==> config.mk <==
export PLATFORM = sky130hd
export DESIGN_NAME = tile_cfg_unit
export DESIGN_NICKNAME = d
export VERILOG_FILES = /design/src/rtl/tcfg_pkg.sv /design/src/rtl/tcfg_beat_check.sv /design/src/rtl/tcfg_shape_store.sv /design/src/rtl/tile_cfg_unit.sv
export SDC_FILE = /design/constraint.sdc
export NUM_CORES = 1
export LEC_CHECK = 0
export BUFFER_PORTS_ARGS = -buffer_cell sky130_fd_sc_hd__buf_2
export CAP_MARGIN = 20
export CORE_ASPECT_RATIO = 1.25
export CORE_MARGIN = 3
export CORE_UTILIZATION = 57
export CTS_CLUSTER_SIZE = 30
export DETAILED_ROUTE_END_ITERATION = 10
export PLACE_DENSITY = 0.8
export SYNTH_ARGS = -nofsm -noshare
export SYNTH_HDL_FRONTEND = slang
export SYNTH_HIERARCHICAL = 1
export SYNTH_SLANG_ARGS = --single-unit
==> constraint.sdc <==
create_clock -name clk -period 2.4 [get_ports clk]
set_input_delay 0.24 -clock clk [delete_from_list [all_inputs] [get_ports clk]]
set_output_delay 0.24 -clock clk [all_outputs]
set_load 0.05 [all_outputs]
==> src/rtl/tcfg_pkg.sv <==
package tcfg_pkg;
    localparam int IMG_BEATS  = 16;
    localparam int BEAT_W     = 32;
    localparam int SLOT_CNT   = 16;
    localparam int BEAT_IDX_W = $clog2(IMG_BEATS);
    localparam int BPR_BEAT0  = 4;
    localparam int ROW_BEAT0  = 12;

    typedef enum logic [1:0] {
        ST_IDLE,
        ST_LOAD,
        ST_COMMIT,
        ST_READ
    } tcfg_state_e;
endpackage

==> src/rtl/tcfg_beat_check.sv <==
module tcfg_beat_check
    import tcfg_pkg::*;
#(
    parameter int N_TILES = 16,
    parameter int ROW_MAX = 16,
    parameter int BPR_MAX = 64
) (
    input  logic [BEAT_IDX_W-1:0] beat_idx,
    input  logic [BEAT_W-1:0]     beat_data,
    output logic                  pal_zero,
    output logic                  pal_bad,
    output logic                  field_bad
);
    always_comb begin
        pal_zero  = 1'b0;
        pal_bad   = 1'b0;
        field_bad = 1'b0;
        if (int'(beat_idx) == 0) begin
            pal_zero  = (beat_data[7:0] == 8'd0);
            pal_bad   = (beat_data[7:0] > 8'd1);
            field_bad = (beat_data[31:8] != 24'd0);
        end else if (int'(beat_idx) < BPR_BEAT0) begin
            field_bad = (beat_data != '0);
        end else if (int'(beat_idx) < ROW_BEAT0) begin
            for (int h = 0; h < 2; h++) begin
                if (int'(beat_data[16*h +: 16]) > BPR_MAX) field_bad = 1'b1;
                if (((int'(beat_idx) - BPR_BEAT0) * 2 + h >= N_TILES) &&
                    (beat_data[16*h +: 16] != 16'd0)) field_bad = 1'b1;
            end
        end else begin
            for (int b = 0; b < 4; b++) begin
                if (int'(beat_data[8*b +: 8]) > ROW_MAX) field_bad = 1'b1;
                if (((int'(beat_idx) - ROW_BEAT0) * 4 + b >= N_TILES) &&
                    (beat_data[8*b +: 8] != 8'd0)) field_bad = 1'b1;
            end
        end
    end
endmodule

==> src/rtl/tcfg_shape_store.sv <==
module tcfg_shape_store
    import tcfg_pkg::*;
#(
    parameter int N_TILES = 16,
    parameter int ROW_MAX = 16,
    parameter int BPR_MAX = 64,
    parameter int ROW_W   = 5,
    parameter int BPR_W   = 7
) (
    input  logic                     clk,
    input  logic                     rst_n,
    input  logic                     stage_en,
    input  logic [BEAT_IDX_W-1:0]    beat_idx,
    input  logic [BEAT_W-1:0]        beat_data,
    input  logic                     commit_en,
    input  logic                     clear_en,
    output logic [N_TILES*ROW_W-1:0] rows_flat,
    output logic [N_TILES*BPR_W-1:0] bpr_flat
);
    for (genvar t = 0; t < N_TILES; t++) begin : g_tile
        localparam int RB   = ROW_BEAT0 + t / 4;
        localparam int RLSB = 8 * (t % 4);
        localparam int BB   = BPR_BEAT0 + t / 2;
        localparam int BLSB = 16 * (t % 2);

        logic [ROW_W-1:0] stg_rows, act_rows;
        logic [BPR_W-1:0] stg_bpr, act_bpr;

        always_ff @(posedge clk or negedge rst_n) begin
            if (!rst_n) begin
                stg_rows <= '0;
                stg_bpr  <= '0;
            end else if (stage_en) begin
                if (beat_idx == BEAT_IDX_W'(RB)) stg_rows <= beat_data[RLSB +: ROW_W];
                if (beat_idx == BEAT_IDX_W'(BB)) stg_bpr  <= beat_data[BLSB +: BPR_W];
            end
        end

        always_ff @(posedge clk or negedge rst_n) begin
            if (!rst_n) begin
                act_rows <= '0;
                act_bpr  <= '0;
            end else if (clear_en) begin
                act_rows <= '0;
                act_bpr  <= '0;
            end else if (commit_en) begin
                act_rows <= stg_rows;
                act_bpr  <= stg_bpr;
            end
        end

        assign rows_flat[t*ROW_W +: ROW_W] = act_rows;
        assign bpr_flat[t*BPR_W +: BPR_W]  = act_bpr;

        // only in-range shapes ever reach the active copy
        p_rows_in_range_r6: assert property (@(posedge clk) disable iff (!rst_n)
            int'(act_rows) <= ROW_MAX);
        p_bpr_in_range_r6: assert property (@(posedge clk) disable iff (!rst_n)
            int'(act_bpr) <= BPR_MAX);
    end
endmodule

==> src/rtl/tile_cfg_unit.sv <==
module tile_cfg_unit
    import tcfg_pkg::*;
#(
    parameter int N_TILES = 16,
    parameter int ROW_MAX = 16,
    parameter int BPR_MAX = 64,
    localparam int ROW_W  = $clog2(ROW_MAX + 1),
    localparam int BPR_W  = $clog2(BPR_MAX + 1)
) (
    input  logic                     clk,
    input  logic                     rst_n,
    input  logic                     wr_valid_i,
    input  logic [BEAT_W-1:0]        wr_data_i,
    input  logic                     rd_req_i,
    input  logic                     rel_i,
    output logic                     rd_valid_o,
    output logic [BEAT_W-1:0]        rd_data_o,
    output logic                     cfg_valid_o,
    output logic                     zero_tiles_o,
    output logic                     fault_o,
    output logic [N_TILES*ROW_W-1:0] tile_rows_o,
    output logic [N_TILES*BPR_W-1:0] tile_bpr_o
);
    localparam logic [BEAT_IDX_W-1:0] LAST_BEAT = BEAT_IDX_W'(IMG_BEATS - 1);

    tcfg_state_e           state_q, state_d;
    logic [BEAT_IDX_W-1:0] cnt_q, cnt_d;
    logic                  acc_bad_q, acc_pzero_q, acc_pbad_q;
    logic                  beat_pzero, beat_pbad, beat_bad;
    logic                  beat_take, do_init, do_fault, do_latch, in_commit;
    logic                  cfg_q, zero_q, fault_q;

    tcfg_beat_check #(
        .N_TILES(N_TILES), .ROW_MAX(ROW_MAX), .BPR_MAX(BPR_MAX)
    ) u_check (
        .beat_idx (cnt_q),
        .beat_data(wr_data_i),
        .pal_zero (beat_pzero),
        .pal_bad  (beat_pbad),
        .field_bad(beat_bad)
    );

    assign beat_take = wr_valid_i && !rel_i &&
                       (state_q == ST_IDLE || state_q == ST_LOAD);
    assign in_commit = (state_q == ST_COMMIT) && !rel_i;
    assign do_init   = rel_i || (in_commit && acc_pzero_q);
    assign do_fault  = in_commit && !acc_pzero_q && (acc_pbad_q || acc_bad_q);
    assign do_latch  = in_commit && !acc_pzero_q && !acc_pbad_q && !acc_bad_q;

    tcfg_shape_store #(
        .N_TILES(N_TILES), .ROW_MAX(ROW_MAX), .BPR_MAX(BPR_MAX),
        .ROW_W(ROW_W), .BPR_W(BPR_W)
    ) u_store (
        .clk      (clk),
        .rst_n    (rst_n),
        .stage_en (beat_take),
        .beat_idx (cnt_q),
        .beat_data(wr_data_i),
        .commit_en(do_latch),
        .clear_en (do_init),
        .rows_flat(tile_rows_o),
        .bpr_flat (tile_bpr_o)
    );

    // next-state logic
    always_comb begin
        state_d = state_q;
        cnt_d   = cnt_q;
        if (rel_i) begin
            state_d = ST_IDLE;
            cnt_d   = '0;
        end else begin
            unique case (state_q)
                ST_IDLE: begin
                    if (wr_valid_i) begin
                        state_d = ST_LOAD;
                        cnt_d   = BEAT_IDX_W'(1);
                    end else if (rd_req_i) begin
                        state_d = ST_READ;
                        cnt_d   = '0;
                    end
                end
                ST_LOAD: begin
                    if (wr_valid_i) begin
                        if (cnt_q == LAST_BEAT) begin
                            state_d = ST_COMMIT;
                            cnt_d   = '0;
                        end else begin
                            cnt_d = cnt_q + 1'b1;
                        end
                    end
                end
                ST_COMMIT: state_d = ST_IDLE;
                ST_READ: begin
                    if (cnt_q == LAST_BEAT) begin
                        state_d = ST_IDLE;
                        cnt_d   = '0;
                    end else begin
                        cnt_d = cnt_q + 1'b1;
                    end
                end
                default: state_d = ST_IDLE;
            endcase
        end
    end

    // state register and per-image check accumulators
    always_ff @(posedge clk or negedge rst_n) begin
        if (!rst_n) begin
            state_q     <= ST_IDLE;
            cnt_q       <= '0;
            acc_bad_q   <= 1'b0;
            acc_pzero_q <= 1'b0;
            acc_pbad_q  <= 1'b0;
        end else begin
            state_q <= state_d;
            cnt_q   <= cnt_d;
            if (beat_take) begin
                if (cnt_q == '0) begin
                    acc_bad_q   <= beat_bad;
                    acc_pzero_q <= beat_pzero;
                    acc_pbad_q  <= beat_pbad;
                end else begin
                    acc_bad_q <= acc_bad_q | beat_bad;
                end
            end
        end
    end

    // registered outputs
    always_ff @(posedge clk or negedge rst_n) begin
        if (!rst_n) begin
            cfg_q   <= 1'b0;
            zero_q  <= 1'b0;
            fault_q <= 1'b0;
        end else begin
            zero_q  <= do_init;
            fault_q <= do_fault;
            if (do_init)       cfg_q <= 1'b0;
            else if (do_latch) cfg_q <= 1'b1;
        end
    end

    assign cfg_valid_o  = cfg_q;
    assign zero_tiles_o = zero_q;
    assign fault_o      = fault_q;
    assign rd_valid_o   = (state_q == ST_READ);

    // read-back packing of the active copy
    always_comb begin
        rd_data_o = '0;
        if (state_q == ST_READ && cfg_q) begin
            if (cnt_q == '0) rd_data_o[0] = 1'b1;
            for (int t = 0; t < N_TILES; t++) begin
                if (int'(cnt_q) == BPR_BEAT0 + t / 2)
                    rd_data_o[16*(t%2) +: BPR_W] = tile_bpr_o[t*BPR_W +: BPR_W];
                if (int'(cnt_q) == ROW_BEAT0 + t / 4)
                    rd_data_o[8*(t%4) +: ROW_W] = tile_rows_o[t*ROW_W +: ROW_W];
            end
        end
    end

    p_release_inits_r4: assert property (@(posedge clk) disable iff (!rst_n)
        rel_i |=> (zero_tiles_o && !cfg_valid_o && tile_rows_o == '0 && tile_bpr_o == '0));
    p_fault_keeps_cfg_r5: assert property (@(posedge clk) disable iff (!rst_n)
        fault_o |-> (cfg_valid_o == $past(cfg_valid_o) && tile_rows_o == $past(tile_rows_o)
                     && tile_bpr_o == $past(tile_bpr_o)));
    p_pulses_exclusive_r3: assert property (@(posedge clk) disable iff (!rst_n)
        !(fault_o && zero_tiles_o));
    p_cfg_rise_after_commit_r2: assert property (@(posedge clk) disable iff (!rst_n)
        $rose(cfg_valid_o) |-> $past(state_q) == ST_COMMIT);
    p_unconf_read_zero_r9: assert property (@(posedge clk) disable iff (!rst_n)
        (rd_valid_o && !cfg_valid_o) |-> rd_data_o == '0);
    p_read_ends_r8: assert property (@(posedge clk) disable iff (!rst_n)
        (rd_valid_o && cnt_q == LAST_BEAT) |=> !rd_valid_o);
endmodule

Word level (Yosys, flattened, before mapping)

Index checks and enable logic that the tools add are counted.

Register bits after elaboration: 396
Input bits: 37
Output and inout port bits: 228
Logic and storage cells: 313

Add/sub/neg operators: 7
Magnitude comparators: 15
Eq/ne operators: 31
Muxes and demuxes: 136
Bitwise gates (word level): 1
Reduce and logical (&&, ||, !) cells: 51

Operator list:

| operator                                                                             | number |
|---|---|
| 7-bit two-way mux                                                                    | 52 |
| 5-bit two-way mux                                                                    | 50 |
| 32-bit by 6-bit greater-or-equal comparator with 1-bit output, second input constant | 6 |
| 32-bit by 2-bit adder with 32-bit output, second input constant                      | 2 |
| 32-bit by 3-bit adder with 32-bit output, second input constant                      | 2 |
| 4-bit == test, second input constant                                                 | 16 |
| 16-bit by 7-bit greater-than comparator with 1-bit output, second input constant     | 2 |
| 8-bit by 5-bit greater-than comparator with 1-bit output, second input constant      | 4 |
| 16-bit nonzero test                                                                  | 2 |
| 32-bit nonzero test                                                                  | 1 |
| 8-bit nonzero test                                                                   | 4 |
| 2-bit AND reduction                                                                  | 13 |
| 4-bit by 3-bit == test with 1-bit output, second input constant                      | 6 |
| 24-bit nonzero test                                                                  | 1 |
| 1-bit two-way mux                                                                    | 21 |
| 4-bit two-way mux                                                                    | 5 |
| 1-bit logical AND                                                                    | 15 |
| 2-bit two-way mux                                                                    | 6 |
| 4-bit one-hot mux with 3 select lines                                                | 1 |
| 8-bit by 1-bit greater-than comparator with 1-bit output, second input constant      | 1 |
| 4-bit logical NOT                                                                    | 2 |
| 8-bit logical NOT                                                                    | 1 |
| 2-bit one-hot mux with 4 select lines                                                | 1 |
| 3-bit by 2-bit inequality test with 1-bit output, second input constant              | 2 |
| 19 further kinds                                                                     | 25 |

Longest topological paths before layout

Gate-level depths: netlist of run 1.

Depth after elaboration: 16
Gate-level depth with buffers: 9
Mapped depth without buffers: 7

By module

The synthesis of run 1 kept the hierarchy.

By module, submodules not included:

| module           | instances | cells each | area an instance (µm²) | sequential area each (µm²) |
|---|---|---|---|---|
| tcfg_shape_store | 1         | 1,049      | 14,825.5               | 9,609.2 |
| tile_cfg_unit    | 1         | 405        | 2,761.4                | 300.3 |
| tcfg_beat_check  | 1         | 35         | 209.0                  | 0.0 |

Least setup slack after synthesis of run 1

Ideal clock, no wire load.

Kind: reg-to-output
Start: reg cnt_q[0]
End: out rd_data_o[22]
Data arrival time: 2.552 ns
Required time: 2.160 ns
Setup slack: -0.392 ns
Stages on the path, launching flop included: 10
Path buffers: 2
Cell sequence: dfrtp_1 > inv_1 > ha_1 > buf_4 > inv_1 > clkbuf_1 > o21ai_0 > nand2_1 > a21oi_1 > nor3_1

Longest elaborated chain between the ends: 11
Elaborated cells between the ends (all ways): 18
Those cells by class: eq/ne (8); mux (10)

RTL lines:

| what                           | line                 | text |
|---|---|---|
| from (decl)                    | tile_cfg_unit.sv:27  | `logic [BEAT_IDX_W-1:0] cnt_q, cnt_d;` |
| from (signal assigned)         | tile_cfg_unit.sv:117 | `cnt_q <= cnt_d;` |
| 4-bit == test                  | tile_cfg_unit.sv:155 | `if (int'(cnt_q) == BPR_BEAT0 + t / 2)` |
| 7-bit two-way mux              | tile_cfg_unit.sv:155 |  |
| 7-bit two-way mux              | tile_cfg_unit.sv:152 | `if (state_q == ST_READ && cfg_q) begin` |
| 7-bit two-way mux (6 in a row) | tile_cfg_unit.sv:155 |  |
| 7-bit two-way mux *            | tile_cfg_unit.sv:155 |  |
| 7-bit two-way mux *            | tile_cfg_unit.sv:152 |  |
| to (decl)                      | tile_cfg_unit.sv:17  | `output logic [BEAT_W-1:0] rd_data_o,` |

Every way passes the cells marked *; elsewhere a longest branch is shown, timed or not. The select of a mux whose other input is x is not followed.

Worst setup path after layout of run 1

Start: reg cnt_q[1]
End: out rd_data_o[0]

Longest elaborated chain between the ends: 16
Elaborated cells between the ends (all ways): 28
Those cells by class: eq/ne (12); mux (15); reduce/logical (1)

RTL lines:

| what                           | line                 | text |
|---|---|---|
| 4-bit logical NOT              | tile_cfg_unit.sv:153 | `if (cnt_q == '0) rd_data_o[0] = 1'b1;` |
| 1-bit two-way mux              | tile_cfg_unit.sv:153 |  |
| 7-bit two-way mux              | tile_cfg_unit.sv:155 |  |
| 7-bit two-way mux              | tile_cfg_unit.sv:152 |  |
| 5-bit two-way mux              | tile_cfg_unit.sv:157 | `if (int'(cnt_q) == ROW_BEAT0 + t / 4)` |
| 7-bit two-way mux (2 in a row) | tile_cfg_unit.sv:155 |  |
| 5-bit two-way mux              | tile_cfg_unit.sv:157 |  |
| 7-bit two-way mux (2 in a row) | tile_cfg_unit.sv:155 |  |
| 5-bit two-way mux              | tile_cfg_unit.sv:157 |  |
| 7-bit two-way mux (2 in a row) | tile_cfg_unit.sv:155 |  |
| 5-bit two-way mux              | tile_cfg_unit.sv:157 |  |
| 7-bit two-way mux *            | tile_cfg_unit.sv:155 |  |
| 7-bit two-way mux *            | tile_cfg_unit.sv:152 |  |

Marks and branches as above.

==> results of run 1 <==
per-stage QoR:
| step | setup WS (ns) | cells | total power [mW] |
|---|---|---|---|
| floorplan | 0.0243 | 1496 | 7.21 |
| global placement | -0.0140 | 2140 | 7.62 |
| detailed placement | -0.0616 | 2140 | 7.64 |
| CTS | -0.293 | 2237 | 13.8 |
| global route | -0.495 | 2244 | 14.2 |
| finish | -0.425 | 2244 | 13.8 |
state kept, by name (all words and copies together), names as in the netlist:
| signal | count |
|---|---|
| u_store/g_tile.stg_rows | 80 |
| fault_o | 1 |
| state_q | 2 |
| cfg_valid_o | 1 |
| u_store/g_tile.stg_bpr | 112 |
| acc_bad_q | 1 |
| acc_pzero_q | 1 |
| zero_tiles_o | 1 |
| cnt_q | 4 |
| u_store/g_tile.act_rows | 80 |
| u_store/g_tile.act_bpr | 112 |
| acc_pbad_q | 1 |
worst register-to-register path: stages, from the launching register on:
cell     delay, ns
dfrtp_1       0.43
nor3b_2       0.43
nand3_1       0.32
or3_1         0.43
buf_4         0.31
mux2_2        0.34
final cells by class:
cell class	count	area, um^2	area share
Sequential cell	396	9920	0.441
Multi-Input combinational cell	966	7810	0.347
Timing Repair Buffer	394	2940	0.131
Clock buffer	55	1100	0.0491
Tap cell	401	502	0.0223
Clock inverter	14	145	0.00645
Inverter	17	67.6	0.00300
Timing Repair inverter	1	7.51	0.000334
power by group:
| part | internal (mW) | switching [mW] | leakage (nW) |
|---|---|---|---|
| clock network | 3.44 | 2.58 | 0.618 |
| logic | 0.397 | 0.655 | 4.61 |
| registers | 6.71 | 0.0306 | 5.52 |
| total | 10.5 | 3.27 | 10.7 |
kinds of logic after synthesis:
group / share of synthesized area
and+or+nand+nor: 0.0807
buffers and inverters: 0.0373
adders and majority gates: 0.00281
DFF: 0.557
muxes: 0.236
other: 0.000211
AOI/OAI and AO/OA: 0.0852
xor gates and xnor gates: 0.000492
path summary, 6_finish.rpt:
path | start | to | slack (ns) | cells past startpoint
worst max register to register | state_q[1]$_DFFE_PN0P_ | u_store/g_tile[0].stg_rows[1]$_DFFE_PN0P_ | 0.04 | 5
worst min register to register | u_store/g_tile[1].stg_rows[3]$_DFFE_PN0P_ | u_store/g_tile[1].stg_rows[3]$_DFFE_PN0P_ | 0.50 | 1
worst max-delay path | cnt_q[1]$_DFFE_PN0P_ | rd_data_o[0] | -0.43 | 10
worst min-delay path | wr_data_i[27] | u_store/g_tile[11].stg_rows[3]$_DFFE_PN0P_ | 0.01 | 2
max in group asynchronous | rst_n | u_store/g_tile[0].stg_bpr[3]$_DFFE_PN0P_ | 1.37 | 3
min in group asynchronous | rst_n | u_store/g_tile[14].stg_rows[1]$_DFFE_PN0P_ | 0.23 | 2
timing repair:
| item | in CTS | in global routing |
|---|---|---|
| hold endpoints to repair | 52 | 0 |
| endpoints found under the setup margin | 24 | 24 |
| gates resized for setup | 166 | 28 |
| buffers inserted | 22 | 8 |
| hold buffers | 4 | 0 |
| pin swaps | 52 | 39 |
| gates cloned | 5 | 0 |
layer usage:
metal | wire (um) | vias to the layer above
met2 | 27600 | 952
met1 | 21100 | 7226
met3 | 5890 | 274
li1 | - | 5928
met4 | 3720 | 2
met5 | 14 | -
cell usage in the layout, fill, tap and decap left out, types with 10 or more instances in the layout:
| cell | n |
|---|---|
| a21o_1 | 10 |
| a21oi_1 | 24 |
| a21oi_2 | 11 |
| a221o_1 | 18 |
| buf_12 | 24 |
| buf_2 | 231 |
| buf_4 | 84 |
| buf_6 | 45 |
| clkbuf_16 | 38 |
| dfrtp_1 | 393 |
| inv_1 | 12 |
| mux2_2 | 194 |
| mux2i_1 | 202 |
| nand2_1 | 37 |
| nand3_1 | 13 |
| nor2_1 | 216 |
| o211ai_1 | 18 |
| o21ai_0 | 15 |
| o21ai_1 | 18 |
| o21ai_2 | 21 |
| o22ai_1 | 14 |
| o22ai_2 | 10 |
==> metrics, run 1 <==
IO buf count=256; DR iter-0 viols=1,892; die area=33,400 um^2; VDD IR-drop max=542 uV; P per Cell Area=614 nW/um^2; Ys Warns=6; met1 usage=0.446; Largest delay share family, worst path=compound AO/OA/AOI/OAI gates; Final Hold Viols=0; synthesized instance count=1,489; Routed WL=58.3 mm; most used flip-flop cell after synthesis=dfrtp_1; DR WL/cell=26.0 um; Final Max Tran Viols=0; skew final=0.0210 ns; Synth Area per Inst=12.0 um^2; via count=14,382; initial antenna violation count=1; met3 Resource Use GR=0.0733; slowest cell on the critical path=dfrtp_1; via/cell ratio=6.41; Post-synth EDFFs=0; critical path endpoint category=output pin; register area share after synthesis=0.557; critical path required time=2.16 ns; clock sink count=396; RSZ-0062 raised after global routing=yes; endpoints failing setup=24; WS Path Type=reg -> out; std cell rows=71; nets=1,855; placed instance area=20,200 um^2; minimum clock period=2.83 ns; grt ovf=0; setup slack after layout=-0.425 ns; top post-synthesis cells by area=dfrtp_1 56%, mux2_2 12%, mux2i_1 11%; worst skew pair latency=0.54 ns; critical path launch point type=flop; CTS Root Cell=clkbuf_16; Final ANT Viol Nets=0; final hold slack=0.0142 ns; DP HPWL=38.5 mm; CTS tree=yes; fillers=1,880; Post-synth top cells=396 x dfrtp_1, 222 x nor2_1, 202 x mux2i_1; Antenna Cells=0; Max-slew headroom=0.556; DRC viols=0; Worst Max-Slew Pin Slew=0.660 ns; max incr delay on CP=0.41 ns; area delta synth->final=26.4%; FF+latch count, synth=396; CP arrival=2.59 ns; critical-path cell list=inv_2 > ha_4 > buf_6 > buf_12 > nand2b_4 > a22oi_2 > a221o_1 > a22oi_2 > o22ai_2 > buf_6; largest net degree at the start of global routing=69; Max Fclk=0.354 GHz; Yosys top cell by area=dfrtp_1; GRT Total Usage=0.345; clock buffer count from CTS=38; First-pass DRT Iterations=5; initial core utilization=0.584; area share of the largest cell type after synthesis=0.557; WP buf/inv=4; most frequent cell after synthesis=dfrtp_1; gr busiest metal=met2; fin area=22,500 um^2; GRT met2 Usage=0.547; clk slew on worst S/H paths=0.07 ns; Period Utilization, post-route=1.18; Die X=164 um; Finished Core Util=0.738; Yosys cell types=63; routability congestion estimate=0.977; Critical Path Fanout Max=5; Static Leak=10.7 nW; number of global-route vias before repair=14,539; worst min path class=in -> reg; FFs w/ async S/R, synth=1.00; H-Tree Depth=2; layout cell share with drive strength beyond 1=0.411; CTS max path bufs=3; max-cap viol count=0; Boundary Pins=265; Mapped Area=17,800 um^2; Die Ht=204 um; failing checks=negative setup slack; status=complete, but fails checks; setup TNS=-7.03 ns; Core Box Area=30,500 um^2; global-route wire length before repair=87.7 mm
Note: power is estimated with default switching activity, not from simulation.
==> run 2: changes to the inputs <==
--- a/config.mk
+++ b/config.mk
@@ -5,14 +5,15 @@
 export SDC_FILE = /design/constraint.sdc
 export NUM_CORES = 1
 export LEC_CHECK = 0
+export ABC_AREA = 1
 export BUFFER_PORTS_ARGS = -buffer_cell sky130_fd_sc_hd__buf_2
 export CAP_MARGIN = 20
 export CORE_ASPECT_RATIO = 1.25
 export CORE_MARGIN = 3
-export CORE_UTILIZATION = 57
+export CORE_UTILIZATION = 58
 export CTS_CLUSTER_SIZE = 30
 export DETAILED_ROUTE_END_ITERATION = 10
-export PLACE_DENSITY = 0.8
+export PLACE_DENSITY = 0.81
 export SYNTH_ARGS = -nofsm -noshare
 export SYNTH_HDL_FRONTEND = slang
 export SYNTH_HIERARCHICAL = 1
==> run 2 against run 1 <==
Effect of this change: the flow still finishes with violations (negative setup slack); power grew 13%; fmax shrank 4.3%; clock skew decreased by 0.0081 ns.
==> metrics, run 2 <==
WS Path Type=reg -> out (unchanged); most frequent cells in the layout=672 x nand2_1, 394 x dfrtp_1, 271 x inv_1, 243 x nand3_1, 231 x buf_2 (was 393 x dfrtp_1, 231 x buf_2, 216 x nor2_1, 202 x mux2i_1, 194 x mux2_2); pre-CTS WS=-0.132 ns (was -0.0616 ns); Post-synth EDFFs=0 (unchanged); register share of total power=0.447 (was 0.488); placed instance area=20,900 um^2 (was 20,200 um^2); Final Hold Viols=0 (unchanged); most common cell after layout, fill and taps aside=nand2_1 (was dfrtp_1); CTS tree=yes (unchanged); Max Fclk=0.339 GHz (was 0.354 GHz); top post-synthesis cells by area=dfrtp_1 54%, nand2_1 14%, nand3_1 7.4% (was dfrtp_1 56%, mux2_2 12%, mux2i_1 11%); status=complete, but fails checks (unchanged); via count=18,096 (was 14,382); largest net degree at the start of global routing=116 (was 69); most frequent cell after synthesis=nand2_1 (was dfrtp_1); CP arrival=2.71 ns (was 2.59 ns); First-pass DRT Iterations=7 (was 5); clock buffer count from CTS=40 (was 38); failing checks=negative setup slack (unchanged); slowest cell on the critical path=dfrtp_1 (unchanged); most used flip-flop cell after synthesis=dfrtp_1 (unchanged); Core Box Area=31,100 um^2 (was 30,500 um^2); max-cap viol count=0 (unchanged); DR iter-0 viols=2,468 (was 1,892); critical path endpoint category=output pin (unchanged); synthesized instance count=2,304 (was 1,489); GRT Total Usage=0.404 (was 0.345); H-Tree Depth=2 (unchanged); Simple-Gate Fraction of Synth Area=0.260 (was 0.0807); via/cell ratio=5.95 (was 6.41); die area=33,800 um^2 (was 33,400 um^2); Worst Max-Slew Pin Slew=0.715 ns (was 0.660 ns); Ys Warns=6 (unchanged); area delta synth->final=27.1% (was 26.4%); initial core utilization=0.590 (was 0.584); number of global-route vias before repair=17,478 (was 14,539); IO buf count=256 (unchanged); Final Max Tran Viols=0 (unchanged); clk slew on worst S/H paths=0.07 ns (about the same); Clk pwr share=0.414 (was 0.436); Synth Area in Compound Gates=0.0975 (was 0.0852); endpoints failing setup=24 (unchanged); max incr delay on CP=0.36 ns (was 0.41 ns); reg2reg path depth=8 (was 5); most used cell, CP=buf_6; critical path launch point type=flop (unchanged); Max-slew headroom=0.522 (was 0.556); skew final=0.0129 ns (was 0.0210 ns); Sw Share=0.281 (was 0.237); Top Registers=u_store/g_tile.act_bpr: 112 flops, u_store/g_tile.stg_bpr: 112 flops (unchanged); critical path depth in cells=13 (was 10); VDD IR-drop max=614 uV (was 542 uV); FF+latch count, synth=396 (unchanged); Largest delay share family, worst path=buffers and inverters (was compound AO/OA/AOI/OAI gates); Boundary Pins=265 (unchanged); internal power=11.3 mW (was 10.5 mW); final hold slack=0.0201 ns (was 0.0142 ns); register area share after synthesis=0.540 (was 0.557); critical-path cell list=inv_2 > buf_6 > ha_4 > buf_6 > buf_6 > buf_6 > nand4_1 > nand3_2 > a22oi_2 > nand3_2 > o211ai_1 > a31oi_2 > buf_6 (was inv_2 > ha_4 > buf_6 > buf_12 > nand2b_4 > a22oi_2 > a221o_1 > a22oi_2 > o22ai_2 > buf_6); nets=2,643 (was 1,855); Yosys top cell by area=dfrtp_1 (unchanged); worst min path class=in -> reg (unchanged); RSZ-0062 raised after global routing=yes (unchanged); clock sink count=396 (unchanged); critical path required time=2.16 ns (about the same); area share of the largest cell type after synthesis=0.540 (was 0.557); P per Cell Area=671 nW/um^2 (was 614 nW/um^2); Final ANT Viol Nets=0 (unchanged); DP HPWL=45.7 mm (was 38.5 mm); Synth Area per Inst=7.96 um^2 (was 12.0 um^2); CTS Root Cell=clkbuf_16 (unchanged); Die Ht=205 um (was 204 um); Synth Area in XOR/XNOR=0.000477 (was 0.000492); WP buf/inv=6 (was 4); fillers=2,236 (was 1,880); fin area=23,300 um^2 (was 22,500 um^2); Static Leak=12.0 nW (was 10.7 nW); global-route wire length before repair=103 mm (was 87.7 mm); CTS max path bufs=3 (unchanged); Mapped Area=18,300 um^2 (was 17,800 um^2); Antenna Cells=0 (unchanged); Routed WL=68.4 mm (was 58.3 mm); setup slack after layout=-0.551 ns (was -0.425 ns); Post-Synth Adder-Cell Area=0.00273 (was 0.00281); Worst Hold Depth=3 (was 2); std cell rows=72 (was 71); minimum clock period=2.95 ns (was 2.83 ns); Post-synth top cells=707 x nand2_1, 396 x dfrtp_1, 276 x inv_1 (was 396 x dfrtp_1, 222 x nor2_1, 202 x mux2i_1); worst skew pair latency=0.55 ns (was 0.54 ns); Period Utilization, post-route=1.23 (was 1.18); sw power=4.40 mW (was 3.27 mW); total power=15.7 mW (was 13.8 mW); Critical Path Fanout Max=6 (was 5); DRC viols=0 (unchanged); Finished Core Util=0.750 (was 0.738); combinational power share=0.139 (was 0.076); layout cell share with drive strength beyond 1=0.239 (was 0.411); FFs w/ async S/R, synth=1.00 (unchanged); post-synthesis mux area share=0.00123 (was 0.236); initial antenna violation count=0 (was 1); DR WL/cell=22.5 um (was 26.0 um); main combinational cell family by area after synthesis=simple AND/OR/NAND/NOR gates (was multiplexers); routability congestion estimate=0.981 (was 0.977); grt ovf=0 (unchanged); Die X=165 um (was 164 um); Yosys cell types=41 (was 63)
## run 2: cell types whose count changed after synthesis, moves of 12 or more
cell      delta
a21oi_1     +12
a221o_1     -18
clkbuf_1    +48
inv_1      +260
mux2_2     -192
mux2i_1    -202
nand2_1    +668
nand2b_1    -12
nand3_1    +259
nand4_1     +24
nor2_1     -128
o211ai_1    -14
o21ai_0    +151
o21bai_1    +27
## run 2: final timing paths
| check | startpoint | end | slack, ns |
|---|---|---|---|
| max | cnt_q[1]$_DFFE_PN0P_ | rd_data_o[5] | -0.55 |
| min | wr_data_i[26] | u_store/g_tile[11].stg_rows[2]$_DFFE_PN0P_ | 0.02 |
| max reg2reg | state_q[0]$_DFFE_PN0P_ | u_store/g_tile[8].act_rows[0]$_DFFE_PN0P_ | 0.21 |
| min reg2reg | u_store/g_tile[9].stg_bpr[2]$_DFFE_PN0P_ | u_store/g_tile[9].stg_bpr[2]$_DFFE_PN0P_ | 0.47 |
| max in group asynchronous | rst_n | u_store/g_tile[7].stg_bpr[5]$_DFFE_PN0P_ | 1.30 |
| min in group asynchronous | rst_n | u_store/g_tile[12].act_rows[2]$_DFFE_PN0P_ | 0.19 |
## run 2: worst register-to-register path, cell delays in order, from the launching register on
cell     delay, ns
dfrtp_1       0.42
nor3_1        0.25
inv_1         0.08
nor2_1        0.09
inv_1         0.07
nor3_2        0.21
or2_4         0.22
buf_12        0.31
o21ai_0       0.40
## run 2: logic make-up after synthesis
kind of cell,Yosys count
buffers and inverters,444
XOR/XNOR,1
multiplexers,2
other,1
flip-flops,396
AO/OA/AOI/OAI,326
adder cells (fa/ha/maj),4
AND/OR/NAND/NOR,1130
## run 2: timing repair
item,in CTS,in global routing
setup endpoints to repair,24,24
endpoints found under the hold margin,51,0
setup buffers,13,9
hold buffers,4,0
resized for setup,164,56
cloned,5,0
pin swaps,49,59
## run 2: cell type report
class                      count  area, um^2  share of cell area
sequential                   396        9910               0.425
multi-input combinational   1472        7420               0.318
timing repair buffer         404        3010               0.129
clock buffer                  53        1150              0.0494
inverter                     287        1100              0.0472
tap                          407         509              0.0218
clock inverter                19         204             0.00875
timing repair inverter         1        7.51            0.000322
## run 2: power by group through the flow
stage	sequential (mW)	clock, mW	combinational (mW)
2_1_floorplan	7.19	0	0.891
3_3_place_gp	7.10	0	1.81
6_report	7.00	6.48	2.18
4_1_cts	6.99	6.50	2.02
3_5_place_dp	7.12	0	1.83
5_1_grt	7.01	6.78	2.30
## run 2: metal layers
layer,part of all wire,global-route usage
met5,0,0
met4,0.078,0.253
met1,0.36,0.521
met2,0.46,0.621
met3,0.10,0.0866
## run 2: metrics by stage
stage / TNS, ns / std cells
floorplan: -0.0999 / 2311
global placement: -0.878 / 2938
detailed placement: -1.38 / 2938
CTS: -9.25 / 3032
global route: -12.61 / 3039
finish: -10.12 / 3039
